**src/rtl/attr_eval.sv**
```systemverilog
module attr_eval #(
  parameter int NODES      = 16,
  parameter int W          = 16,
  parameter int MAX_PASSES = 8,
  localparam int AW = $clog2(NODES),
  localparam int PW = $clog2(MAX_PASSES + 1)
) (
  input  logic          clk,
  input  logic          rst_n,
  input  logic          ld_en,
  input  logic [AW-1:0] ld_node,
  input  logic [2:0]    ld_rule,
  input  logic [1:0]    ld_inh,
  input  logic [AW-1:0] ld_parent,
  input  logic [AW-1:0] ld_child0,
  input  logic [AW-1:0] ld_child1,
  input  logic [W-1:0]  ld_const,
  input  logic          start,
  output logic          busy,
  output logic          done,
  output logic          error,
  output logic [PW-1:0] passes,
  output logic [W-1:0]  result
);

  localparam logic [2:0] RU_CONST = 3'd0, RU_COPY0 = 3'd1, RU_ADD = 3'd2, RU_MUL = 3'd3,
                         RU_DIGIT = 3'd4, RU_INC  = 3'd5, RU_CINH = 3'd6, RU_COPY1 = 3'd7;
  localparam logic [1:0] IM_NONE = 2'd0, IM_PINC = 2'd1, IM_LSIB = 2'd2, IM_PCOPY = 2'd3;

  typedef enum logic [1:0] {S_IDLE, S_INH, S_SYN, S_CLIMB} state_t;
  state_t state;

  logic [2:0]    rule_m  [NODES];
  logic [1:0]    inh_m   [NODES];
  logic [AW-1:0] par_m   [NODES];
  logic [AW-1:0] ch0_m   [NODES];
  logic [AW-1:0] ch1_m   [NODES];
  logic [W-1:0]  const_m [NODES];

  logic [W-1:0]     syn_v [NODES];
  logic [W-1:0]     inh_v [NODES];
  logic [NODES-1:0] syn_ok, inh_ok;

  logic [AW-1:0] cur;
  logic          complete, progress;

  assign busy = (state != S_IDLE);

  always_ff @(posedge clk) begin
    if (ld_en && state == S_IDLE) begin
      rule_m[ld_node]  <= ld_rule;
      inh_m[ld_node]   <= ld_inh;
      par_m[ld_node]   <= ld_parent;
      ch0_m[ld_node]   <= ld_child0;
      ch1_m[ld_node]   <= ld_child1;
      const_m[ld_node] <= ld_const;
    end
  end

  wire [AW-1:0] c0   = ch0_m[cur];
  wire [AW-1:0] c1   = ch1_m[cur];
  wire [AW-1:0] par  = par_m[cur];
  wire [AW-1:0] lsib = ch0_m[par];
  wire [W-1:0]  a    = syn_v[c0];
  wire [W-1:0]  b    = syn_v[c1];
  wire          both = syn_ok[c0] && syn_ok[c1];

  logic          inh_rdy, syn_rdy;
  logic [W-1:0]  inh_new, syn_new;

  always_comb begin
    inh_rdy = 1'b1;
    inh_new = '0;
    case (inh_m[cur])
      IM_PINC:  begin inh_rdy = inh_ok[par];   inh_new = inh_v[par] + W'(1); end
      IM_LSIB:  begin inh_rdy = syn_ok[lsib];  inh_new = syn_v[lsib];        end
      IM_PCOPY: begin inh_rdy = inh_ok[par];   inh_new = inh_v[par];         end
      default:  begin inh_rdy = 1'b1;          inh_new = '0;                 end
    endcase
  end

  always_comb begin
    syn_rdy = 1'b1;
    syn_new = const_m[cur];
    case (rule_m[cur])
      RU_COPY0: begin syn_rdy = syn_ok[c0];  syn_new = a;                    end
      RU_ADD:   begin syn_rdy = both;        syn_new = a + b;                end
      RU_MUL:   begin syn_rdy = both;        syn_new = a * b;                end
      RU_DIGIT: begin syn_rdy = both;        syn_new = a * W'(10) + b;       end
      RU_INC:   begin syn_rdy = inh_ok[cur]; syn_new = inh_v[cur] + W'(1);   end
      RU_CINH:  begin syn_rdy = inh_ok[cur]; syn_new = inh_v[cur];           end
      RU_COPY1: begin syn_rdy = syn_ok[c1];  syn_new = b;                    end
      default:  begin syn_rdy = 1'b1;        syn_new = const_m[cur];         end
    endcase
  end

  wire at_limit = (passes == PW'(MAX_PASSES));

  always_ff @(posedge clk) begin
    if (!rst_n) begin
      state    <= S_IDLE;
      cur      <= '0;
      done     <= 1'b0;
      error    <= 1'b0;
      passes   <= '0;
      result   <= '0;
      complete <= 1'b0;
      progress <= 1'b0;
      syn_ok   <= '0;
      inh_ok   <= '0;
    end else begin
      done <= 1'b0;
      case (state)
        S_IDLE: if (start) begin
          for (int k = 0; k < NODES; k++) begin
            syn_ok[k] <= (rule_m[k] == RU_CONST);
            syn_v[k]  <= const_m[k];
            inh_ok[k] <= (inh_m[k] == IM_NONE);
            inh_v[k]  <= '0;
          end
          cur      <= '0;
          passes   <= PW'(1);
          complete <= 1'b1;
          progress <= 1'b0;
          error    <= 1'b0;
          state    <= S_INH;
        end
        S_INH: begin
          if (!inh_ok[cur]) begin
            if (inh_rdy) begin
              inh_ok[cur] <= 1'b1;
              inh_v[cur]  <= inh_new;
              progress    <= 1'b1;
            end else complete <= 1'b0;
          end
          state <= S_SYN;
        end
        S_SYN: begin
          if (!syn_ok[cur]) begin
            if (syn_rdy) begin
              syn_ok[cur] <= 1'b1;
              syn_v[cur]  <= syn_new;
              progress    <= 1'b1;
            end else complete <= 1'b0;
          end
          if (c0 != '0) begin
            cur   <= c0;
            state <= S_INH;
          end else state <= S_CLIMB;
        end
        S_CLIMB: begin
          if (cur == '0) begin
            if (complete) begin
              done   <= 1'b1;
              result <= syn_v[0];
              state  <= S_IDLE;
            end else if (!progress || at_limit) begin
              done   <= 1'b1;
              error  <= 1'b1;
              result <= '0;
              state  <= S_IDLE;
            end else begin
              passes   <= passes + PW'(1);
              complete <= 1'b1;
              progress <= 1'b0;
              state    <= S_INH;
            end
          end else if (ch0_m[par] == cur && ch1_m[par] != '0) begin
            cur   <= ch1_m[par];
            state <= S_INH;
          end else cur <= par;
        end
        default: state <= S_IDLE;
      endcase
    end
  end

  assert_done_pulse_R3: assert property (@(posedge clk) disable iff (!rst_n)
    done |=> !done);
  assert_done_idle_R3: assert property (@(posedge clk) disable iff (!rst_n)
    done |-> !busy);
  assert_root_valid_R6: assert property (@(posedge clk) disable iff (!rst_n)
    (done && !error) |-> syn_ok[0]);
  assert_error_at_end_R7: assert property (@(posedge clk) disable iff (!rst_n)
    $rose(error) |-> done);
  assert_pass_limit_R8: assert property (@(posedge clk) disable iff (!rst_n)
    passes <= PW'(MAX_PASSES));
  assert_pass_step_R6: assert property (@(posedge clk) disable iff (!rst_n)
    (busy && $past(busy) && passes != $past(passes)) |-> passes == $past(passes) + PW'(1));

endmodule

```
**config.mk**
```make
export PLATFORM = sky130hd
export DESIGN_NAME = attr_eval
export DESIGN_NICKNAME = d
export VERILOG_FILES = /design/src/rtl/attr_eval.sv
export SDC_FILE = /design/constraint.sdc
export NUM_CORES = 2
export LEC_CHECK = 0
export BUFFER_PORTS_ARGS = -buffer_cell sky130_fd_sc_hd__buf_2
export CAP_MARGIN = 25
export CORE_MARGIN = 2
export CORE_UTILIZATION = 25
export DETAILED_ROUTE_END_ITERATION = 10
export GPL_TIMING_DRIVEN = 0
export HOLD_SLACK_MARGIN = 0.06
export PLACE_DENSITY_LB_ADDON = 0.1
export SLEW_MARGIN = 30
export SYNTH_ARGS = -nofsm -noshare
export SYNTH_HDL_FRONTEND = slang
export SYNTH_SLANG_ARGS = --single-unit
```
**constraint.sdc**
```tcl
create_clock -name clk -period 20.8 [get_ports clk]
set_clock_uncertainty 0.1 [all_clocks]
set_input_delay 2.08 -clock clk [delete_from_list [all_inputs] [get_ports clk]]
set_output_delay 2.08 -clock clk [all_outputs]
set_load 0.03 [all_outputs]
```
After elaboration in Yosys (flattened, before gate mapping)
Memories as Yosys holds them, arrays and structs flattened. A register that Yosys moved wholly into a read port is not among the register bits.
Cells that the tools add are included.
{ "word_totals": {"reg_bits": 62, "output_inout_bits": 23, "input_bits": 41, "mem_bits_ro": 0, "mem_count": 8, "latch_bits": 0, "ram_bits": 1040, "wordCells": 230} }
{ "classes": {"n_eq_ne": 29, "shifts": 0, "n_mul": 2, "add_sub_neg": 5, "bitwise_logic": 2, "n_div": 0, "magnitude_cmp": 6, "muxes": 105, "reduce_logical": 63} }
{ "mem_list": {"columns": ["name", "words", "word_bits", "read_ports", "rd_clocked_by_memory_dff", "write_ports", "line", "source"], "rows": [
  ["const_m", 16, 16, 17, 1, 1, "38", "logic [W-1:0] const_m [NODES];"],
  ["inh_v", 16, 16, 2, 1, 16, "41", "logic [W-1:0] inh_v [NODES];"],
  ["syn_v", 16, 16, 4, 0, 16, "40", "logic [W-1:0] syn_v [NODES];"],
  ["ch0_m", 16, 4, 2, 1, 1, "36", "logic [AW-1:0] ch0_m [NODES];"],
  ["ch1_m", 16, 4, 2, 1, 1, "37", "logic [AW-1:0] ch1_m [NODES];"],
  ["par_m", 16, 4, 1, 1, 1, "35", "logic [AW-1:0] par_m [NODES];"],
  ["2 more memories", null, null, null, null, null, null, null]
]} }
{ "op_table": {"columns": ["cell", "n"], "rows": [
  ["two-way mux 16 bit", 10],
  ["one-hot mux 16 bit (7 select lines)", 1],
  ["two-way mux 4 bit", 24],
  ["one-hot mux 16 bit (2 select lines)", 2],
  ["logical NOT 3 bit", 16],
  ["two-way mux 1 bit", 48],
  ["one-hot mux 16 bit (3 select lines)", 1],
  ["logical NOT 2 bit", 17],
  ["adder 16 x 1 -> 16 bit (second input constant)", 2],
  ["adder 16 bit", 2],
  ["bitwise OR 16 bit", 2],
  ["OR reduction 16 bit", 2],
  ["inequality test 2 bit (second input constant)", 13],
  ["< comparator 4 x 5 -> 1 bit (second input constant)", 5],
  ["binary-select mux 1 bit (select 4 bit)", 6],
  ["multiplier 16 x 16 -> 16 bit", 1],
  ["multiplier 16 x 3 -> 15 bit (second input constant)", 1],
  ["equality test 3 bit (second input constant)", 4],
  ["one-hot mux 1 bit (4 select lines)", 3],
  ["one-hot mux 4 bit (3 select lines)", 1],
  ["AND reduction 4 bit", 3],
  ["AND reduction 5 bit", 2],
  ["nonzero test 2 bit", 5],
  ["equality test 2 bit (second input constant)", 4],
  ["25 further kinds", 37]
]} }

Depth between registers and ports, before layout
{ "depth": {"depth_word": 11, "mapped_depth": 42, "depth_no_buf": 35} }

Worst setup path before layout
Ideal clock, no wire load.
{ "synth_timing": {"path_type": "register to register", "start": "register (tool-made name)", "end": "memory syn_v[0][15], data pin", "arrival_time_ns": 8.108, "period_less_slack_ns": 8.465, "stages_incl_launch_ff": 41, "required_time_ns": 20.443, "n_path_buf": 7, "slack_ns": 12.335, "setup_time_ns": 0.257, "path_cell_list": "dfxtp_1 buf_6 buf_6 buf_6 nor2_1 o2bb2ai_1 o21a_1 nor2_2 buf_2 buf_1 mux4_2 a22oi_1 nand2_1 clkbuf_1 ha_1 inv_1 fa_1 fa_1 [5 not listed] ha_1 inv_1 fa_1 inv_1 ha_1 a21boi_0 o21ai_0 a21boi_0 o21ai_0 nand2b_1 a21o_1 a21o_1 a31oi_1 xnor2_1 xnor3_1 a211oi_2 buf_4 o2bb2ai_1"} }
{ "synth_lines": {"columns": ["item", "line"], "rows": [
  ["end: declaration", "40"]
]} }

==> flow_summary.toml <==
[status]
outcome = "completed"

[logic_synthesis]
syn_inst = 4791
synth_edf_count = 1040
ys_types = 83
async_flop_share = 0
synth.area.top_cells = "edfxtp_1 (49%), mux4_2 (15%), mux2i_1 (3.0%)"
yosysWarningCount = 0
synth-seq-cells = 1106
ys.flop_type = "edfxtp_1"
synth_top_area_share = 0.494
synth_top_cell_by_area = "edfxtp_1"
avgSynthCellArea_um2 = 13.2
syn_nets = 5026
syn_area_um2 = 63200
synth-seq-area-share = 0.515

[cells_and_area]
synthToLayoutAreaGrowth_pct = 18.9
fillerInstances = 25400
layout-drive-gt1-share = 0.258
final_nets = 5356

[grt]
top_usage_layer = "met2"
grt_overflow = 0
antenna_found_initial = 32
grt_pass1_wl_um = 430000
grt_pass1_vias = 46000
grtUsageMet2 = 0.389
use_met1 = 0.339
use_met3 = 0.0465
grt_usage = 0.249
grt_start_max_net_pins = 17

[routing]
first_iter_violations = 5796
drc_errors = 0
via_per_inst = 5.43
ant_nets = 0
routedWlPerCell_um = 38.0
first_pass_iters = 6
routed_wl_um = 326000
num_vias = 46600

[cts]
clk_latency_ns = 0.84
post_cts_buffers = 0
cts_tree = "built"
clock-sinks = 1106
clockRootBuffer = "clkbuf_16"
path_clk_slew_ns = 0.06
numCtsBuffers = 137
htree_levels = 4
cts_buffer_depth = 3
holdBufCountCts = 0
cts_resized = 0

[worst_setup_path]
cp-end-kind = "flip-flop"
start_kind = "flip-flop"
crit_fanout = 14
cp_data_required_time_ns = 21.23
crit_type = "reg2reg"
critical_path_arrival_ns = 13.55
path_common_cell = "inv_1"
slowest_stage = "nor2_2"
max_stage_delay_ns = 0.77

[floorplan]
core_area_um2 = 251000
die_y_um = 507
dieArea_um2 = 257000
start_util = 0.252
fp-row-count = 184
die_w_um = 507
boundaryPins = 64

[placed_design]
port_buffers = 63
place_congestion = 0.987
dpl.hpwl_um = 248000

[timing]
maxSlewHeadroom = 0.194
fmax_mhz = 76.2
worstMarginPinSlew_ns = 1.21
final-max-slew-violation-count = 0
fin_crit_sh = 0.631
grt_setup_unrepaired = "false"
min_period_ns = 13.12
tns_ns = 0
finalHoldViolCount = 0
finalSetupViolCount = 0

[worst_hold_path]
hold_class = "reg2reg"

[run]
maxCapViolCount = 0
critical path: cells and delay by family, from the launching register on:
family | cells | cell delay (ns)
mux | 2 | 1.00
buf+inv | 13 | 3.69
fa+ha+maj | 7 | 2.62
xor+xnor | 1 | 0.21
flops | 1 | 0.37
simple gates | 4 | 1.68
compound gates | 10 | 3.03
path summary, 6_finish.rpt:
| check | from | end | slack (ns) | cells past startpoint |
|---|---|---|---|---|
| setup / recovery | flip-flop | syn_v[6][13] | 7.68 | 37 |
| hold / removal | inh_ok[9] | inh_ok[9] | 0.39 | 2 |
| setup reg to reg | flip-flop | syn_v[6][13] | 7.68 | 37 |
| hold reg to reg | inh_ok[9] | inh_ok[9] | 0.39 | 2 |
sequential cells by signal, indices dropped and copies added, names as in the netlist, named ones only:
name,cells
ch0_m,64
ch1_m,64
complete,1
const_m,256
cur,4
done,1
error,1
inh_m,32
inh_ok,16
inh_v,256
par_m,64
passes,4
progress,1
result,16
rule_m,48
state,2
syn_ok,16
syn_v,256
metrics by stage:
step | cell area [um^2] | std cells | hold WS [ns] | util | setup slack, ns
6_report | 75200 | 8590 | 0.394 | 0.299 | 7.68
5_1_grt | 75100 | 8583 | 0.417 | 0.299 | 7.26
4_1_cts | 75100 | 8579 | 0.395 | 0.299 | 7.89
3_5_place_dp | 70600 | 8330 | 0.376 | 0.281 | 7.96
3_3_place_gp | 67700 | 8202 | 0.374 | 0.269 | 7.26
2_1_floorplan | 63200 | 4791 | 0.348 | - | 12.33
Yosys cell counts, types with 30 or more instances:
master / instances
edfxtp_1: 1040
nand2_1: 486
mux4_2: 417
nor2_1: 330
o21ai_0: 292
mux2i_1: 190
a21oi_1: 177
inv_1: 172
clkbuf_1: 167
mux2_2: 164
nor2b_1: 132
buf_2: 117
ha_1: 112
fa_1: 82
xnor2_1: 71
dfxtp_1: 66
a22oi_1: 59
and2_1: 54
nand3_1: 46
a211oi_1: 43
buf_4: 42
nor3_1: 37
a31oi_1: 35
a21o_1: 32
nand2b_1: 32
o211ai_1: 30
or3_1: 30
placed cells by master, fill, tap and decap left out, types with 17 or more instances in the layout:
| cell | Yosys | layout |
|---|---|---|
| o211ai_1 | 30 | 30 |
| mux2i_1 | 190 | 185 |
| dfxtp_1 | 66 | 66 |
| mux2_2 | 164 | 164 |
| a22oi_1 | 59 | 59 |
| clkbuf_1 | 167 | 136 |
| fa_1 | 82 | 82 |
| xor2_1 | 28 | 28 |
| xnor2_1 | 71 | 71 |
| ha_1 | 112 | 112 |
| or3_1 | 30 | 30 |
| nand3_1 | 46 | 45 |
| a21o_1 | 32 | 32 |
| a211oi_1 | 43 | 42 |
| o21bai_1 | 17 | 17 |
| buf_6 | 16 | 26 |
| clkbuf_2 | 0 | 56 |
| o21ai_0 | 292 | 289 |
| clkbuf_16 | 0 | 140 |
| and2_1 | 54 | 54 |
| nor2_1 | 330 | 316 |
| a32oi_1 | 28 | 26 |
| nor2b_1 | 132 | 132 |
| a211o_1 | 17 | 17 |
| edfxtp_1 | 1040 | 1040 |
| inv_1 | 172 | 172 |
| buf_2 | 117 | 191 |
| nand2b_1 | 32 | 32 |
| a21oi_1 | 177 | 174 |
| and3_1 | 26 | 26 |
| mux4_2 | 417 | 417 |
| a31oi_1 | 35 | 26 |
| buf_4 | 42 | 82 |
| nand2_1 | 486 | 453 |
| clkinv_2 | 0 | 26 |
| clkinv_1 | 0 | 23 |
| buf_16 | 0 | 58 |
| o22ai_1 | 20 | 17 |
| nor3_1 | 37 | 32 |
| nand2_2 | 6 | 37 |
layout make-up:
class / count / area [um^2] / area share
diodes: 11 / 27.5 / 0.000366
inverters: 173 / 649 / 0.00864
plain buffers: 363 / 1870 / 0.0249
clock inverters: 82 / 852 / 0.0113
flip-flops and latches: 1106 / 32600 / 0.433
clock buffers: 167 / 3620 / 0.0482
multi-input cells: 3149 / 28700 / 0.382
well taps: 3348 / 4190 / 0.0557
repair buffers: 191 / 2670 / 0.0355
logic make-up after synthesis:
family	Yosys count	share of synthesized area
compound gates	850	0.0853
xor+xnor	100	0.0141
fa+ha+maj	194	0.0481
buf+inv	536	0.0385
flops	1106	0.515
mux	786	0.211
simple gates	1219	0.0880
metal layers:
layer,vias up,part of all wire
li1,19000,-
met1,24900,0.43
met2,2247,0.45
met3,480,0.070
met4,16,0.046
met5,-,0.00030
Power is not shown: default switching activity piles up to over one toggle a cycle in this logic, so the estimate is an artifact.
